`src/rtl/frame_overlay_pkg.sv`:
```
package frame_overlay_pkg;

  // Which source feeds an output pixel
  typedef enum logic [1:0] {
    SRC_LIVE     = 2'd0,
    SRC_FRAME    = 2'd1,
    SRC_BACKDROP = 2'd2
  } pix_src_e;

endpackage

```
`src/rtl/frame_span.sv`:
```
// One axis of the border geometry: outer span and inward-shrunk span.
module frame_span #(
  parameter int PW = 12,
  parameter int EW = 4
) (
  input  logic [PW-1:0] pos,
  input  logic [PW-1:0] lo,
  input  logic [PW-1:0] hi,
  input  logic [EW-1:0] w_lo,
  input  logic [EW-1:0] w_hi,
  output logic          in_outer,
  output logic          in_inner
);
  localparam int XW = PW + 1;

  logic [XW-1:0] pos_x, lo_x, hi_x, wlo_x, whi_x;

  always_comb begin
    pos_x = {1'b0, pos};
    lo_x  = {1'b0, lo};
    hi_x  = {1'b0, hi};
    wlo_x = XW'(w_lo);
    whi_x = XW'(w_hi);
    in_outer = (pos >= lo) && (pos <= hi);
    // widened sums avoid wrap when a thickness exceeds the span
    in_inner = in_outer && (pos_x >= lo_x + wlo_x) && (pos_x + whi_x <= hi_x);
  end
endmodule

```
`src/rtl/frame_mixer.sv`:
```
// Chooses live, border or backdrop value per channel.
module frame_mixer
  import frame_overlay_pkg::*;
#(
  parameter int DW = 8,
  parameter int CW = 4
) (
  input  pix_src_e      src,
  input  logic [DW-1:0] live_y,
  input  logic [DW-1:0] live_i,
  input  logic [DW-1:0] live_q,
  input  logic [DW-1:0] frm_y,
  input  logic [CW-1:0] frm_i,
  input  logic [CW-1:0] frm_q,
  input  logic [DW-1:0] bg_y,
  input  logic [DW-1:0] bg_i,
  input  logic [DW-1:0] bg_q,
  output logic [DW-1:0] mix_y,
  output logic [DW-1:0] mix_i,
  output logic [DW-1:0] mix_q
);
  localparam int PADW = DW - CW;

  logic [DW-1:0] live_c [2];
  logic [CW-1:0] frm_c  [2];
  logic [DW-1:0] bg_c   [2];
  logic [DW-1:0] mix_c  [2];

  assign live_c[0] = live_i;
  assign live_c[1] = live_q;
  assign frm_c[0]  = frm_i;
  assign frm_c[1]  = frm_q;
  assign bg_c[0]   = bg_i;
  assign bg_c[1]   = bg_q;

  always_comb begin
    unique case (src)
      SRC_FRAME:    mix_y = frm_y;
      SRC_BACKDROP: mix_y = bg_y;
      default:      mix_y = live_y;
    endcase
  end

  for (genvar c = 0; c < 2; c++) begin : g_chroma
    logic [DW-1:0] frm_wide;
    assign frm_wide = {frm_c[c], {PADW{1'b0}}};
    always_comb begin
      unique case (src)
        SRC_FRAME:    mix_c[c] = frm_wide;
        SRC_BACKDROP: mix_c[c] = bg_c[c];
        default:      mix_c[c] = live_c[c];
      endcase
    end
  end

  assign mix_i = mix_c[0];
  assign mix_q = mix_c[1];
endmodule

```
`src/rtl/frame_outreg.sv`:
```
// Single register stage with valid/ready flow control.
module frame_outreg #(
  parameter int W = 25
) (
  input  logic         clk,
  input  logic         rst_n,
  input  logic         s_valid,
  output logic         s_ready,
  input  logic [W-1:0] s_data,
  output logic         m_valid,
  input  logic         m_ready,
  output logic [W-1:0] m_data
);
  logic         vld_q;
  logic [W-1:0] dat_q;

  assign s_ready = !vld_q || m_ready;
  assign m_valid = vld_q;
  assign m_data  = dat_q;

  always_ff @(posedge clk) begin
    if (!rst_n) begin
      vld_q <= 1'b0;
      dat_q <= '0;
    end else if (s_ready) begin
      vld_q <= s_valid;
      if (s_valid) dat_q <= s_data;
    end
  end
endmodule

```
`src/rtl/frame_overlay.sv`:
```
module frame_overlay
  import frame_overlay_pkg::*;
#(
  parameter int HW = 12,
  parameter int VW = 10,
  parameter int EW = 4,
  parameter int DW = 8,
  parameter int CW = 4
) (
  input  logic          clk,
  input  logic          rst_n,
  input  logic          cfg_en,
  input  logic          cfg_bg_sel,
  input  logic [HW-1:0] cfg_h_start,
  input  logic [HW-1:0] cfg_h_stop,
  input  logic [VW-1:0] cfg_v_start,
  input  logic [VW-1:0] cfg_v_stop,
  input  logic [EW-1:0] cfg_w_left,
  input  logic [EW-1:0] cfg_w_right,
  input  logic [EW-1:0] cfg_w_top,
  input  logic [EW-1:0] cfg_w_bottom,
  input  logic [DW-1:0] cfg_frm_y,
  input  logic [CW-1:0] cfg_frm_i,
  input  logic [CW-1:0] cfg_frm_q,
  input  logic [DW-1:0] cfg_bg_y,
  input  logic [DW-1:0] cfg_bg_i,
  input  logic [DW-1:0] cfg_bg_q,
  input  logic          in_valid,
  output logic          in_ready,
  input  logic [HW-1:0] in_hpos,
  input  logic [VW-1:0] in_vpos,
  input  logic [DW-1:0] in_y,
  input  logic [DW-1:0] in_i,
  input  logic [DW-1:0] in_q,
  output logic          out_valid,
  input  logic          out_ready,
  output logic [DW-1:0] out_y,
  output logic [DW-1:0] out_i,
  output logic [DW-1:0] out_q,
  output logic          out_border
);
  localparam int BW = 3 * DW + 1;

  logic     h_outer, h_inner, v_outer, v_inner;
  logic     band, enclosed;
  pix_src_e src;
  logic [DW-1:0] mix_y, mix_i, mix_q;
  logic [BW-1:0] pipe_in, pipe_out;

  frame_span #(.PW(HW), .EW(EW)) u_hspan (
    .pos(in_hpos), .lo(cfg_h_start), .hi(cfg_h_stop),
    .w_lo(cfg_w_left), .w_hi(cfg_w_right),
    .in_outer(h_outer), .in_inner(h_inner)
  );

  frame_span #(.PW(VW), .EW(EW)) u_vspan (
    .pos(in_vpos), .lo(cfg_v_start), .hi(cfg_v_stop),
    .w_lo(cfg_w_top), .w_hi(cfg_w_bottom),
    .in_outer(v_outer), .in_inner(v_inner)
  );

  always_comb begin
    band     = cfg_en && h_outer && v_outer && !(h_inner && v_inner);
    enclosed = cfg_en && h_inner && v_inner;
    if (band)                        src = SRC_FRAME;
    else if (enclosed && cfg_bg_sel) src = SRC_BACKDROP;
    else                             src = SRC_LIVE;
  end

  frame_mixer #(.DW(DW), .CW(CW)) u_mix (
    .src(src),
    .live_y(in_y), .live_i(in_i), .live_q(in_q),
    .frm_y(cfg_frm_y), .frm_i(cfg_frm_i), .frm_q(cfg_frm_q),
    .bg_y(cfg_bg_y), .bg_i(cfg_bg_i), .bg_q(cfg_bg_q),
    .mix_y(mix_y), .mix_i(mix_i), .mix_q(mix_q)
  );

  assign pipe_in = {band, mix_y, mix_i, mix_q};

  frame_outreg #(.W(BW)) u_oreg (
    .clk(clk), .rst_n(rst_n),
    .s_valid(in_valid), .s_ready(in_ready), .s_data(pipe_in),
    .m_valid(out_valid), .m_ready(out_ready), .m_data(pipe_out)
  );

  assign out_border = pipe_out[BW-1];
  assign out_y      = pipe_out[3*DW-1:2*DW];
  assign out_i      = pipe_out[2*DW-1:DW];
  assign out_q      = pipe_out[DW-1:0];
endmodule

```
`config.mk`:
```
export PLATFORM = sky130hd
export DESIGN_NAME = frame_overlay
export DESIGN_NICKNAME = d
export VERILOG_FILES = /design/src/rtl/frame_overlay_pkg.sv /design/src/rtl/frame_span.sv /design/src/rtl/frame_mixer.sv /design/src/rtl/frame_outreg.sv /design/src/rtl/frame_overlay.sv
export SDC_FILE = /design/constraint.sdc
export NUM_CORES = 1
export LEC_CHECK = 0
export CORE_ASPECT_RATIO = 1.1
export CORE_MARGIN = 10
export CORE_UTILIZATION = 40
export DETAILED_ROUTE_END_ITERATION = 8
export GPL_TIMING_DRIVEN = 1
export PLACE_DENSITY = 0.76
export SYNTH_ARGS = -nofsm -noshare
export SYNTH_HDL_FRONTEND = slang
export SYNTH_HIERARCHICAL = 1
export SYNTH_SLANG_ARGS = --single-unit
```
`constraint.sdc`:
```
create_clock -name clk -period 7.4 [get_ports clk]
set_input_delay 0.74 -clock clk [delete_from_list [all_inputs] [get_ports clk]]
set_output_delay 0.74 -clock clk [all_outputs]
set_load 0.01 [all_outputs]
```
==> results.json <==
{
  "synth_top_family_by_area": "adder cells",
  "synth_edf_count": 0,
  "wl_met1_um": 6470,
  "drcViolationCount": 0,
  "ys_types": 62,
  "core_area_um2": 11400,
  "final_common_cell": "clkdlybuf4s50_1",
  "diodes": 0,
  "cp-end-kind": "flip-flop",
  "yosysTopAreaCellShare": 0.286,
  "power.leakage_nw": 3.00,
  "muxShareOfSynthArea": 0.0539,
  "drv_cap": 0,
  "drt_iter0_markers": 174,
  "dieArea_um2": 16300,
  "grt_usage": 0.175,
  "drt-total-wl_um": 15100,
  "cts_tree": "done",
  "syn_avg_cell_area_um2": 7.97,
  "ys_warn_count": 6,
  "rows": 41,
  "ys_ff_latch": 26,
  "syn-num-nets": 844,
  "tightest_slew_ns": 1.19,
  "h-tree-depth": 1,
  "place_inst": 893,
  "grt_pass1_vias": 5072,
  "fin_ws_ns": 1.86,
  "whs_ns": 0.455,
  "tns_ns": 0,
  "place_area_um2": 6470,
  "final_hold_viol_count": 0,
  "critPathLaunchType": "input port",
  "port_buffers": 178,
  "cts.reportedPaths.clkPinSlew_ns": 0.07,
  "max_freq_ghz": 0.180,
  "final_cell_mix": "178 x clkdlybuf4s50_1, 106 x ha_1, 84 x nand2_1, 66 x inv_1, 30 x xnor2_1",
  "dp_hpwl_um": 13100,
  "drive_gt1_frac": 0.0228,
  "synth_xor_area_frac": 0.0661,
  "dp_slack_ns": 1.60,
  "synth_area_um2": 4640,
  "peakVddDrop_mv": 0.0681,
  "holdBufCountCts": 0,
  "rsz0062_at_grt": "false",
  "synth_simple_gate_area_frac": 0.178,
  "drv_slew": 0,
  "arrival_ns": 5.67,
  "skew_ns": 0.00499,
  "via_per_inst": 5.32,
  "design_area_um2": 6580,
  "avgRoutedWirePerCell_um": 16.8,
  "timing.final.crit_share": 0.749,
  "status": "finished, final reports clean",
  "final_cell_count_no_fill": 897,
  "async_reset_ff_frac": 0,
  "initial_core_util": 0.407,
  "postCtsSetupBuffers": 0,
  "syn_inst": 582,
  "synth_ff_type": "dfxtp_1",
  "dr_wl_met3_um": 971,
  "period_needed_ns": 5.54,
  "cts_resized": 0,
  "cts_buffers": 3,
  "crit_fanout": 41,
  "grt_max_degree": 52,
  "die_h_um": 133,
  "ant_nets": 0,
  "met2_length_um": 7330,
  "worst-endpoint-required_ns": 7.53,
  "die_x_um": 123,
  "cts_sinks": 26,
  "root_buffer": "clkbuf_16",
  "antenna_found_initial": 0,
  "routed.top_layer": "met4",
  "synth_fa_ha_area_frac": 0.303,
  "routabilityCongestion": 0.911,
  "cts.path.max_buffers": 2,
  "layout.nets": 1010,
  "grt_pass1_wl_um": 24100,
  "powerDensity_nw_per_um2": 103,
  "hold_path.class": "reg -> reg",
  "grt-ovfl-total": 0,
  "io_pins": 179,
  "yosys.area.top_type": "ha_1",
  "synthTopCellsByArea": "ha_1 29%, dfxtp_1 11%, nand2_1 6.8%, xnor2_1 5.7%, mux2i_1 5.4%",
  "dr.pass1.iters": 7,
  "setup_violations": 0,
  "relSlewSlack": 0.206,
  "power.total_mw": 0.680,
  "final_util": 0.578,
  "clk_latency_ns": 0.26,
  "route.vias.total": 4773,
  "synth_compound_area_frac": 0.203,
  "ys_seq_area_frac": 0.112,
  "crit_type": "in -> reg",
  "syn2layout_area_growth_pct": 41.8
}
-- power by group --
group / leakage [nW] / switching, mW / internal (mW) / total, mW
registers: 0.214 / 0.00550 / 0.150 / 0.155
logic: 2.74 / 0.172 / 0.198 / 0.370
clock network: 0.0511 / 0.0470 / 0.107 / 0.155
total: 3.00 / 0.224 / 0.456 / 0.680
-- cells in the mapped netlist (3+ instances only) --
master      n
a22oi_1    17
a211oi_1    6
a21oi_1    28
and4_1      7
nand2b_1    5
buf_6       3
buf_4       3
nor2_1     17
nand3_1    10
clkbuf_1    4
a31oi_1     3
ha_1      106
nand4_1    16
fa_1        4
nor2b_1     6
nor3_1      3
and3_1      7
inv_1      66
a22o_1      8
xor2_1      5
o21ai_0    29
xnor2_1    30
buf_2       5
mux2i_1    25
dfxtp_1    26
a21o_1     14
o21ai_1     4
nand2_1    84
-- critical path, stage by stage --
cell and delay, ns:
clkdlybuf4s50_1 0.59, inv_1 0.09, fa_1 0.45, nand2b_1 0.18, a21oi_1 0.32, nand3_1 0.14, xnor2_1 0.15, ha_1 0.32
and4_1 0.23, nand4_1 0.13, nor2_1 0.05, o221ai_1 0.23, nor4_2 0.07, a21oi_1 0.26, inv_1 0.08, ha_1 1.08
nor2b_4 0.15, a22o_1 0.24, nand2_1 0.06, mux2i_1 0.07
-- cell type report --
type / count / area (um2)
clock buffers: 3 / 75.1
clock inverters: 1 / 30.0
fillers: 1031 / 4810
inverters: 66 / 248
multi-input cells: 472 / 3730
flip-flops and latches: 26 / 520
well taps: 150 / 188
repair buffers: 179 / 1790
-- routing by layer --
metal	up-vias	track usage
li1	2417	-
met5	-	0
met4	0	0.0478
met3	20	0.0306
met2	174	0.315
met1	2162	0.205
-- sequential cells by signal, indices dropped and copies added (netlist names) --
register	flops
u_oreg/m_data	25
u_oreg/m_valid	1
-- path summary, 6_finish.rpt --
path                           from                end  slack [ns]  depth (start not counted)
setup / recovery         in_hpos[1]   u_oreg/m_data[8]        1.86                         20
hold reg to reg   u_oreg/m_data[24]  u_oreg/m_data[24]        0.45                          2
setup reg to reg     u_oreg/m_valid  u_oreg/m_data[12]        6.23                          3
hold / removal    u_oreg/m_data[24]  u_oreg/m_data[24]        0.45                          2
-- logic make-up (layout without fill, tap and decap cells) --
family | after synthesis | count (layout)
flops | 26 | 26
fa+ha+maj | 110 | 110
buf+inv | 84 | 249
compound gates | 135 | 135
simple gates | 167 | 167
mux | 25 | 25
xor+xnor | 35 | 35
No activity file was read; power rests on OpenSTA's default activity.
